`src/rtl/trg_pkg.sv`:
```
package trg_pkg;
    typedef enum logic [1:0] {
        MODE_LEVEL  = 2'd0,
        MODE_NARROW = 2'd1,
        MODE_WIDE   = 2'd2,
        MODE_LOGIC  = 2'd3
    } trg_mode_e;

    localparam int CFG_EN_BIT   = 7;
    localparam int CFG_FALL_BIT = 2;
    localparam int CFG_MODE_LO  = 5;
endpackage

```
`src/rtl/trg_level_det.sv`:
```
module trg_level_det #(
    parameter int AW = 10
) (
    input  logic [AW-1:0] prev,
    input  logic          prev_vld,
    input  logic [AW-1:0] cur,
    input  logic [AW-1:0] thr,
    input  logic          falling,
    output logic          qual_x,
    output logic          opp_x
);
    logic up_x;
    logic dn_x;

    always_comb begin
        up_x   = prev_vld && (prev < thr) && (cur >= thr);
        dn_x   = prev_vld && (prev >= thr) && (cur < thr);
        qual_x = falling ? dn_x : up_x;
        opp_x  = falling ? up_x : dn_x;
    end
endmodule

```
`src/rtl/trg_pattern_match.sv`:
```
module trg_pattern_match #(
    parameter int LW = 8
) (
    input  logic [LW-1:0] data,
    input  logic [LW-1:0] pat,
    input  logic [LW-1:0] msk,
    output logic          hit
);
    logic [LW-1:0] care_miss;

    for (genvar i = 0; i < LW; i++) begin : g_bit
        assign care_miss[i] = !msk[i] && (data[i] != pat[i]);
    end

    assign hit = (care_miss == '0);
endmodule

```
`src/rtl/capture_trigger.sv`:
```
module capture_trigger
    import trg_pkg::*;
#(
    parameter int LW = 8,
    parameter int AW = 10,
    parameter int HW = 16,
    parameter int WW = 16
) (
    input  logic              clk,
    input  logic              rst_n,
    input  logic              arm,
    input  logic [7:0]        cfg,
    input  logic [AW-3:0]     thr_lo,
    input  logic [LW-1:0]     pat,
    input  logic [LW-1:0]     msk,
    input  logic [HW/2-1:0]   hold_hi,
    input  logic [HW/2-1:0]   hold_lo,
    input  logic [WW-1:0]     wlim,
    input  logic [LW-1:0]     logic_in,
    input  logic [AW-1:0]     adc_in,
    output logic              trig_out
);
    localparam logic [WW-1:0] WMAX = {WW{1'b1}};

    typedef struct packed {
        logic [AW-1:0] prev;
        logic          prev_vld;
        logic          arm;
        logic          in_pulse;
        logic [WW-1:0] wcnt;
        logic [HW-1:0] hold;
        logic          trig;
    } state_t;

    state_t s_q, s_d;

    logic [AW-1:0] thr;
    logic          qual_x;
    logic          opp_x;
    logic          pat_hit;
    logic          arm_rise;
    logic          pulse_eff;
    logic [WW-1:0] wcnt_eff;
    logic [HW-1:0] hold_eff;
    logic [WW-1:0] wnow;
    logic          cand;
    logic          fire;
    trg_mode_e     mode;

    assign thr  = {cfg[1:0], thr_lo};
    assign mode = trg_mode_e'(cfg[CFG_MODE_LO+1:CFG_MODE_LO]);

    trg_level_det #(.AW(AW)) u_lvl (
        .prev     (s_q.prev),
        .prev_vld (s_q.prev_vld),
        .cur      (adc_in),
        .thr      (thr),
        .falling  (cfg[CFG_FALL_BIT]),
        .qual_x   (qual_x),
        .opp_x    (opp_x)
    );

    trg_pattern_match #(.LW(LW)) u_pat (
        .data (logic_in),
        .pat  (pat),
        .msk  (msk),
        .hit  (pat_hit)
    );

    always_comb begin
        arm_rise  = arm && !s_q.arm;
        pulse_eff = arm_rise ? 1'b0 : s_q.in_pulse;
        wcnt_eff  = arm_rise ? '0 : s_q.wcnt;
        hold_eff  = arm_rise ? '0 : s_q.hold;
        wnow      = (wcnt_eff == WMAX) ? WMAX : wcnt_eff + 1'b1;

        unique case (mode)
            MODE_LEVEL:  cand = qual_x;
            MODE_NARROW: cand = pulse_eff && opp_x && (wnow < wlim);
            MODE_WIDE:   cand = pulse_eff && opp_x && (wnow >= wlim);
            default:     cand = pat_hit;
        endcase

        fire = cfg[CFG_EN_BIT] && arm && (hold_eff == '0) && cand;

        s_d          = s_q;
        s_d.prev     = adc_in;
        s_d.prev_vld = 1'b1;
        s_d.arm      = arm;
        s_d.trig     = fire;

        if (qual_x) begin
            s_d.in_pulse = 1'b1;
            s_d.wcnt     = '0;
        end else if (opp_x) begin
            s_d.in_pulse = 1'b0;
            s_d.wcnt     = '0;
        end else if (pulse_eff) begin
            s_d.in_pulse = 1'b1;
            s_d.wcnt     = wnow;
        end else begin
            s_d.in_pulse = 1'b0;
            s_d.wcnt     = '0;
        end

        if (fire) begin
            s_d.hold = {hold_hi, hold_lo};
        end else if (hold_eff != '0) begin
            s_d.hold = hold_eff - 1'b1;
        end else begin
            s_d.hold = '0;
        end
    end

    always_ff @(posedge clk) begin
        if (!rst_n) begin
            s_q <= '0;
        end else begin
            s_q <= s_d;
        end
    end

    assign trig_out = s_q.trig;
endmodule

```
`config.mk`:
```
export PLATFORM = sky130hd
export DESIGN_NAME = capture_trigger
export DESIGN_NICKNAME = d
export VERILOG_FILES = /design/src/rtl/trg_pkg.sv /design/src/rtl/trg_level_det.sv /design/src/rtl/trg_pattern_match.sv /design/src/rtl/capture_trigger.sv
export SDC_FILE = /design/constraint.sdc
export NUM_CORES = 1
export LEC_CHECK = 0
export BUFFER_PORTS_ARGS = -buffer_cell sky130_fd_sc_hd__buf_2
export CELL_PAD_IN_SITES_DETAIL_PLACEMENT = 1
export CELL_PAD_IN_SITES_GLOBAL_PLACEMENT = 2
export CORE_UTILIZATION = 31
export DETAILED_ROUTE_END_ITERATION = 12
export PLACE_DENSITY_LB_ADDON = 0.1
export SLEW_MARGIN = 20
export SYNTH_ARGS = -nofsm -noshare
export SYNTH_HDL_FRONTEND = slang
export SYNTH_HIERARCHICAL = 1
export SYNTH_SLANG_ARGS = --single-unit
```
`constraint.sdc`:
```
create_clock -name clk -period 4.4 [get_ports clk]
set_input_delay 0.22 -clock clk [delete_from_list [all_inputs] [get_ports clk]]
set_output_delay 0.22 -clock clk [all_outputs]
set_load 0.02 [all_outputs]
```
; ---- Word-level counts from Yosys, hierarchy flattened
; Index checks and enable logic that the tools add are counted.
[op_classes]
addsub = 2
order_cmp = 6
n_eq_ne = 11
n_mux = 13
n_bitwise = 2
reduce_logical = 33
[ops]
columns = operator, n
row1 = 2-to-1 mux 16 bit, 5
row2 = 2-to-1 mux 17 bit, 3
row3 = 2-to-1 mux 36 bit, 1
row4 = greater-or-equal comparator 10 bit, 2
row5 = < comparator 10 bit, 2
row6 = logical AND 1 bit, 19
row7 = adder 16 x 1 -> 16 bit (second input constant), 1
row8 = equality test 16 bit (second input constant), 1
row9 = greater-or-equal comparator 16 bit, 1
row10 = zero test 16 bit, 1
row11 = < comparator 16 bit, 1
row12 = nonzero test 16 bit, 1
row13 = subtractor 16 x 1 -> 16 bit (second input constant), 1
row14 = zero test 1 bit, 9
row15 = zero test 8 bit, 1
row16 = inequality test 1 bit, 8
row17 = OR reduction 4 bit, 1
row18 = 2-to-1 mux 1 bit, 3
row19 = one-hot mux 1 bit (3 select lines), 1
row20 = equality test 2 x 1 -> 1 bit (second input constant), 1
row21 = equality test 2 bit (second input constant), 1
row22 = zero test 2 bit, 1
row23 = NOT 1 bit, 2
[totals]
regBits = 46
in_bits = 85
output_inout_bits = 1
word_cells = 74

; ---- Longest topological paths before layout
; Gate-level depths: netlist of the first run.
[logic_depth]
depth_word = 11
mapped_depth = 18
depth_no_buf = 14

; ---- Hierarchy
; The synthesis of the first run kept the hierarchy.
[by_module_without_submodules]
columns = module, instances, cells_per_inst, area_per_inst_um2, seq_area_each_um2
row1 = capture_trigger, 1, 302, 2612.5, 920.9
row2 = trg_level_det, 1, 73, 571.8, 0.0
row3 = trg_pattern_match, 1, 13, 107.6, 0.0

; ---- Worst setup path before layout of the first run
; Ideal clock, no wire load.
[synth_path]
path_kind = flip-flop to flip-flop
startpoint = register s_q[34] (netlist name)
endpoint = register s_q[4] (netlist name)
setup_time_ns = 0.059
arrival_time_ns = 3.727
t_required_ns = 4.341
path_slack_ns = 0.614
path_stages_with_launch = 19
n_path_buf = 4
period_less_slack_ns = 3.786
cell_sequence = dfxtp_1 nand2b_1 buf_2 buf_1 and2_1 ha_1 nand3_1 nor3_2 nand3_2 buf_2 o21ai_0 ha_1 a41o_1 a21oi_1 nor3_1 nor4_2 mux2i_4 buf_6 a22o_1
[synth_between]
elab_chain_len = 10
elab_cells_between_ends = 21
classes_between = add/sub: 2 / order compare: 2 / eq/ne: 1 / mux: 7 / reduce/logical: 9
[synth_rtl]
columns = item, line
row1 = from (decl), capture_trigger.sv:35  ; state_t s_q, s_d;
row2 = from (signal assigned), capture_trigger.sv:117  ; s_q <= '0;
row3 = from (signal assigned), capture_trigger.sv:119  ; s_q <= s_d;
row4 = zero test 1 bit *, capture_trigger.sv:71  ; arm_rise = arm && !s_q.arm;
row5 = logical AND 1 bit *, capture_trigger.sv:71
row6 = 2-to-1 mux 16 bit *, capture_trigger.sv:73  ; wcnt_eff = arm_rise ? '0 : s_q.wcnt;
row7 = adder 16 x 1 -> 16 bit or equality test 16 bit (tied branches), capture_trigger.sv:75  ; wnow = (wcnt_eff == WMAX) ? WMAX : wcnt_eff + 1'b1;
row8 = 2-to-1 mux 16 bit *, capture_trigger.sv:75
row9 = named net wnow[7], capture_trigger.sv:45  ; logic [WW-1:0] wnow;
row10 = greater-or-equal comparator 16 bit or < comparator 16 bit (tied branches), "capture_trigger.sv:80, capture_trigger.sv:79"
row11 = "logical AND 1 bit, on equally long branches", "capture_trigger.sv:80, capture_trigger.sv:79"
row12 = one-hot mux 1 bit (3 select lines) *, capture_trigger.sv:77  ; unique case (mode)
row13 = logical AND 1 bit *, capture_trigger.sv:84  ; fire = cfg[CFG_EN_BIT] && arm && (hold_eff == '0) && cand;
row14 = 2-to-1 mux 16 bit *, capture_trigger.sv:106  ; if (fire) begin
; The timed path passes the listed nets; every way through them passes the cells marked *.
; A chain may end at the register's enable or synchronous reset.

; ---- Worst setup path after layout of the first run
[layout_path]
startpoint = register s_q[34] (netlist name)
endpoint = register s_q[14] (netlist name)
; The elaborated chain is that of the path after synthesis.

==> results of run 1 <==
[cell usage after synthesis (6+ instances only)]
library cell  count  area share, %
ha_1             41             16
clkbuf_1          6           0.68
nor2b_1          14            2.7
o21ai_0          15            2.3
a21oi_1          18            2.7
nand4_1          14            2.7
nor2_1           13            1.5
nand2_1          26            3.0
inv_1            36            4.1
xnor2_1          17            4.5
dfxtp_1          46             28
a22o_1           14            3.7
nor3_1           12            1.8
xor2_1            7            1.9
and2_1           14            2.7
nand3_1          22            3.3
[registers in the layout, indices dropped and copies added (netlist names)]
name,count
s_q,45
trig_out,1
[report_power, final]
group / leakage (nW) / internal (mW) / switching [mW]
sequential: 0.377 / 0.461 / 0.0522
clock: 0.0504 / 0.169 / 0.153
combinational: 1.39 / 0.184 / 0.213
[logic make-up (layout without fill, tap and decap cells)]
group	Yosys count	count (layout)	synth area share, %
flip-flops	46	46	27.97
buffers and inverters	48	131	5.777
multiplexers	1	1	0.6841
AND/OR/NAND/NOR	145	145	25.77
XOR/XNOR	24	24	6.385
AO/OA/AOI/OAI	83	83	17.83
adder cells (fa/ha/maj)	41	41	15.58
[layer usage]
| layer | up-vias | wire length (um) | share of wire [%] | GRT usage [%] |
|---|---|---|---|---|
| met5 | - | 0 | 0 | 0 |
| met4 | 0 | 80 | 0.95 | 3.421 |
| met3 | 6 | 353 | 4.2 | 2.932 |
| met2 | 74 | 3826 | 45 | 26.54 |
| met1 | 1421 | 4190 | 50 | 21.61 |
| li1 | 1557 | - | - | - |
[layout make-up]
cell class / count / share of cell area, %
Inverter: 36 / 3.396
Clock inverter: 3 / 1.132
Multi-Input combinational cell: 294 / 54.81
Sequential cell: 46 / 23.14
Timing Repair Buffer: 87 / 11.51
Tap cell: 136 / 4.277
Clock buffer: 5 / 1.730
[path summary, 6_finish.rpt]
| check | endpoint | slack (ns) | cells past startpoint | startpoint |
|---|---|---|---|---|
| worst max-delay path | s_q[14] | 0.63 | 15 | s_q[34] |
| worst min-delay path | s_q[15] | 0.12 | 2 | hold_hi[6] |
| worst min register to register | s_q[1] | 0.56 | 2 | s_q[1] |
| worst max register to register | s_q[14] | 0.63 | 15 | s_q[34] |
[metrics by stage]
step                setup slack (ns)  area (sq um)  hold slack [ns]  utilization [%]  instances
floorplan                     0.6139          3292           0.2477                -        388
global placement              0.6292          3865           0.4336            37.44        599
detailed placement            0.5790          3865           0.4397            37.44        599
CTS                           0.5824          3979           0.1120            38.54        607
global route                  0.2172          3979           0.1123            38.54        607
finish                        0.6282          3979           0.1225            38.54        607
==> metrics.md, run 1 <==
| Metric | Value |
|---|---|
| Fillers | 1297 |
| Critical-path cell list | nand2b_1 -> and2_1 -> ha_1 -> nand3_1 -> nor3_2 -> nand3_2 -> o21ai_0 -> ha_1 -> a41o_1 -> a21oi_1 -> nor3_1 -> nor4_2 -> mux2i_4 -> buf_12 -> a22o_1 |
| Via density per instance | 5.038 |
| PortBufs | 83 |
| ANT nets after route | 0 |
| Global-route wire length before repair | 14390 um |
| Die Wd | 105.1 um |
| Post-Route WL | 8451 um |
| CTS tree | done |
| Commonest non-fill, non-tap cell in the layout | buf_2 |
| Die Span Y | 105.1 um |
| Yosys reg bits | 46 |
| Post_cts resized | 0 |
| CP Capture Type | register |
| CP Max Fanout | 17 |
| WP data arrival | 4.02 ns |
| Register area | 920.9 sq um |
| Post-synth top flop | dfxtp_1 |
| Drt first pass iters | 6 |
| Vias in the first global route | 3128 |
| Diodes inserted | 0 |
| Core box area | 0.01032 sq mm |
| Final hold vios | 0 |
| Synth warn | 6 |
| Clock latency on the worst-skew pair | 0.30 ns |
| Largest net degree at the start of global routing | 27 |
| Pleak | 1.815 nW |
| GRT Overall Usage | 16.03% |
| Total chip power | 1.233 mW |
| CTS Hold Buffers Added | 0 |
| Max_slew headroom | 50.97% |
| CP max stage cell | nor4_2 |
| CTS Buf Count | 5 |
| Critical path's top delay family | simple AND/OR/NAND/NOR gates |
| Sequential fraction of the synthesis area | 27.97% |
| Ports | 86 |
| Setup Skew | 0.01216 ns |
| Post-synthesis cell count | 388 |
| RSZ-0062 raised after global routing | no |
| Synth Net Count | 514 |
| Starting Density | 31.89% |
| Tmin final | 3.772 ns |
| Post-synthesis area per instance | 8.484 sq um |
| Tcrit/Tclk final | 85.72% |
| Bufs and invs on worst path | 1 |
| Cell mode on critical path | ha_1 |
| Post-synth ARST share | 0% |
| Max_cap viols | 0 |
| Root Buffer | clkbuf_8 |
| HP Class | input pin to register |
| Rows | 37 |
| Post-synth EDFFs | 0 |
| Dpl hpwl | 6801 um |
| Highest Clock Rate | 265.1 MHz |
| Setup violators final | 0 |
| Clk slew on worst S/H paths | 0.10 ns |
| Synthesized area | 0.003292 sq mm |
| H-tree depth | 2 |
| Power per Cell Area | 309.8 mW/mm^2 |
| WS Path Type | register to register |
| Multi-input combinational cell area | 0.002181 sq mm |
| Clock sinks | 46 |
| Total grt overflow | 0 |
| Final Slew Violations | 0 |
| DR iter-0 viols | 87 |
| Area growth, synth to finish | 20.87% |
| Worst-margin pin slew | 0.7332 ns |
| DRC | 0 |
| GP Congestion | 0.7506 |
| WP data required | 4.65 ns |
| Wire per inst | 13.92 um |
| Yosys cell types | 53 |
| Largest stage delay, worst path | 0.45 ns |
| Die area | 0.01104 sq mm |
| Clk buf depth | 2 |
| Type of origin of the critical path | register |
| Commonest non-fill, non-tap cells in the layout | buf_2 (83), dfxtp_1 (46), ha_1 (41) |
| Vias | 3058 |
| Initial antenna violation count | 0 |
| Setup tns final | 0 ns |
| Fraction of layout cells with a size suffix above 1 | 23.99% |
| # Post-CTS Setup Buffers | 0 |
| Worst vdd rail ir drop | 0.1880 mV |
| Status | finished, final reports clean |
| Layout Nets | 596 |
Power figures use the tool's default switching activity.
==> run 2, diff against run 1 <==
==> constraint.sdc (replaced) <==
create_clock -name clk -period 3.7 [get_ports clk]
set_input_delay 0.185 -clock clk [delete_from_list [all_inputs] [get_ports clk]]
set_output_delay 0.185 -clock clk [all_outputs]
set_load 0.02 [all_outputs]
==> metrics.md, run 2 (synthesis gave the netlist of run 1 again) <==
| Metric | Value |
|---|---|
| Ports | 86 (unchanged) |
| M1 wire length | 4260 um (was 4190 um) |
| Register area | 923.4 sq um (was 920.9 sq um) |
| Setup violators final | 0 (unchanged) |
| R2r setup slk | 0.23 ns (was 0.63 ns) |
| Max_cap viols | 0 (unchanged) |
| Status | finished, final reports clean (unchanged) |
| WP data arrival | 3.66 ns (was 4.02 ns) |
| Vias in the first global route | 3156 (was 3128) |
| Max reg flops | 45 (unchanged) |
| Max_slew headroom | 61.37% (was 50.97%) |
| WHS Path Cells | 2 (unchanged) |
| Wire length on met2 | 3938 um (was 3826 um) |
| Worst reg2reg path endpoint | s_q[3] (was s_q[14]) |
| Pleak | 1.900 nW (was 1.815 nW) |
| Die area | 0.01104 sq mm (unchanged) |
| Area post-placement | 0.003948 sq mm (was 0.003865 sq mm) |
| Post-place setup slack | 0.02466 ns (was 0.5790 ns) |
| WS Path Type | register to register (unchanged) |
| Hold_sp | hold_lo[1] (was hold_hi[6]) |
| Final hold vios | 0 (unchanged) |
| WL met3 | 298 um (was 353 um) |
| Worst-margin pin slew | 0.5755 ns (was 0.7332 ns) |
| Type of origin of the critical path | register (unchanged) |
| Post-Route WL | 8550 um (was 8451 um) |
| Rows | 37 (unchanged) |
| Die Span Y | 105.1 um (unchanged) |
| Drt first pass iters | 4 (was 6) |
| Starting Density | 31.89% (unchanged) |
| Diodes inserted | 0 (unchanged) |
| R2R depth | 17 (was 15) |
| Tmin final | 3.472 ns (was 3.772 ns) |
| Wire per inst | 13.81 um (was 13.92 um) |
| GP Congestion | 0.7367 (was 0.7506) |
| Root Buffer | clkbuf_8 (unchanged) |
| Dpl hpwl | 6824 um (was 6801 um) |
| Most flops, register | s_q (unchanged) |
| Total grt overflow | 0 (unchanged) |
| Die Wd | 105.1 um (unchanged) |
| Multi-input combinational cell area | 0.002252 sq mm (was 0.002181 sq mm) |
| Largest net degree at the start of global routing | 21 (was 27) |
| Tcrit/Tclk final | 93.85% (was 85.72%) |
| Final Slew Violations | 0 (unchanged) |
| Core box area | 0.01032 sq mm (unchanged) |
| Post-Place Cells | 610 (was 599) |
| Fillers | 1284 (was 1297) |
| Layout Nets | 609 (was 596) |
| Area growth, synth to finish | 24.93% (was 20.87%) |
| Worst R2R Start | s_q[34] (unchanged) |
| Commonest non-fill, non-tap cells in the layout | buf_2 (83), dfxtp_1 (44), ha_1 (41) (was buf_2 (83), dfxtp_1 (46), ha_1 (41)) |
| Clk buf depth | 2 (unchanged) |
| Via density per instance | 4.960 (was 5.038) |
| WP data required | 3.89 ns (was 4.65 ns) |
| H-tree depth | 2 (unchanged) |
| Clk slew on worst S/H paths | 0.08 ns (was 0.10 ns) |
| Clock latency on the worst-skew pair | 0.29 ns (was 0.30 ns) |
| PortBufs | 83 (unchanged) |
| Fraction of layout cells with a size suffix above 1 | 27.95% (was 23.99%) |
| DRC | 0 (unchanged) |
| CP Capture Type | register (unchanged) |
| Commonest non-fill, non-tap cell in the layout | buf_2 (unchanged) |
| CTS Buf Count | 5 (unchanged) |
| Fin cells | 619 (was 607) |
| CTS Hold Buffers Added | 0 (unchanged) |
| DR iter-0 viols | 59 (was 87) |
| Setup Skew | 0.006655 ns (was 0.01216 ns) |
| Highest Clock Rate | 288.0 MHz (was 265.1 MHz) |
| Worst Slack Setup Final | 0.2275 ns (was 0.6282 ns) |
| CTS tree | done (unchanged) |
| Initial antenna violation count | 0 (unchanged) |
| Final instance area | 0.004113 sq mm (was 0.003979 sq mm) |
| Worst vdd rail ir drop | 0.2027 mV (was 0.1880 mV) |
| Min-Delay Endpoint | s_q[2] (was s_q[15]) |
| Top Layer Used | met4 (unchanged) |
| ANT nets after route | 0 (unchanged) |
| Clock sinks | 46 (unchanged) |
| Vias | 3070 (was 3058) |
| GRT Overall Usage | 16.16% (was 16.03%) |
| Power per Cell Area | 334.2 mW/mm^2 (was 309.8 mW/mm^2) |
| Global-route wire length before repair | 14570 um (was 14390 um) |
| HP Class | input pin to register (unchanged) |
| CP Max Fanout | 17 (unchanged) |
| Setup tns final | 0 ns (unchanged) |
[run 2: cell types whose count changed in the layout (fill, tap and decap cells not counted), sizes merged]
| cell | change |
|---|---|
| clkinvlp | -2 |
| bufinv | -1 |
| buf | +13 |
| clkbuf | +2 |
[run 2: stage by stage]
step                utilization (%)  power, mW  hold slack, ns
floorplan                         -     0.9547          0.2127
global placement              38.24      1.090          0.3967
detailed placement            38.24      1.099          0.4043
CTS                           39.04      1.404         0.08873
global route                  39.84      1.497         0.08628
finish                        39.84      1.375         0.09607
[run 2: worst max-delay path by stage]
stage	from	to
final	s_q[34]	s_q[3]
after detailed placement	s_q[27]	s_q[6]
after CTS	s_q[34]	s_q[6]
after floorplan	s_q[34]	s_q[4]
after global routing	s_q[34]	s_q[3]
after global placement	s_q[27]	s_q[4]
[run 2: layout make-up]
class                      instances  share of cell area, %
multi-input combinational        294                  54.76
sequential                        46                  22.45
timing repair buffer             100                  13.51
tap                              136                  4.138
inverter                          36                  3.286
clock buffer                       7                  1.856
[run 2: power by group]
part	internal (mW)	switching [mW]
combinational	0.220	0.251
clock	0.130	0.162
sequential	0.549	0.0624
[run 2: metal layers]
layer  global-route usage [%]  up-vias
met5                        0        -
met4                    3.018        0
met3                    2.558        6
met2                    27.11       68
met1                    21.92     1416
li1                         -     1580
[run 2: timing repair]
action	in CTS	in global routing
resized for setup	1	17
pin swaps	0	4
setup endpoints to repair	4	17
setup buffers	0	2
cloned	0	0
[run 2: worst max-delay path, stage by stage (launching register included)]
cell and delay (ns):
dfxtp_1 0.33, nand2b_1 0.18, and2_1 0.17, ha_1 0.17, nand3_2 0.15, nor3_4 0.28
buf_4 0.16, nor2_1 0.05, a211oi_2 0.22, ha_1 0.17, nand4_1 0.15, or3_4 0.43
a21oi_2 0.12, nor4_2 0.05, buf_4 0.16, mux2i_4 0.18, buf_12 0.16, a22o_1 0.22
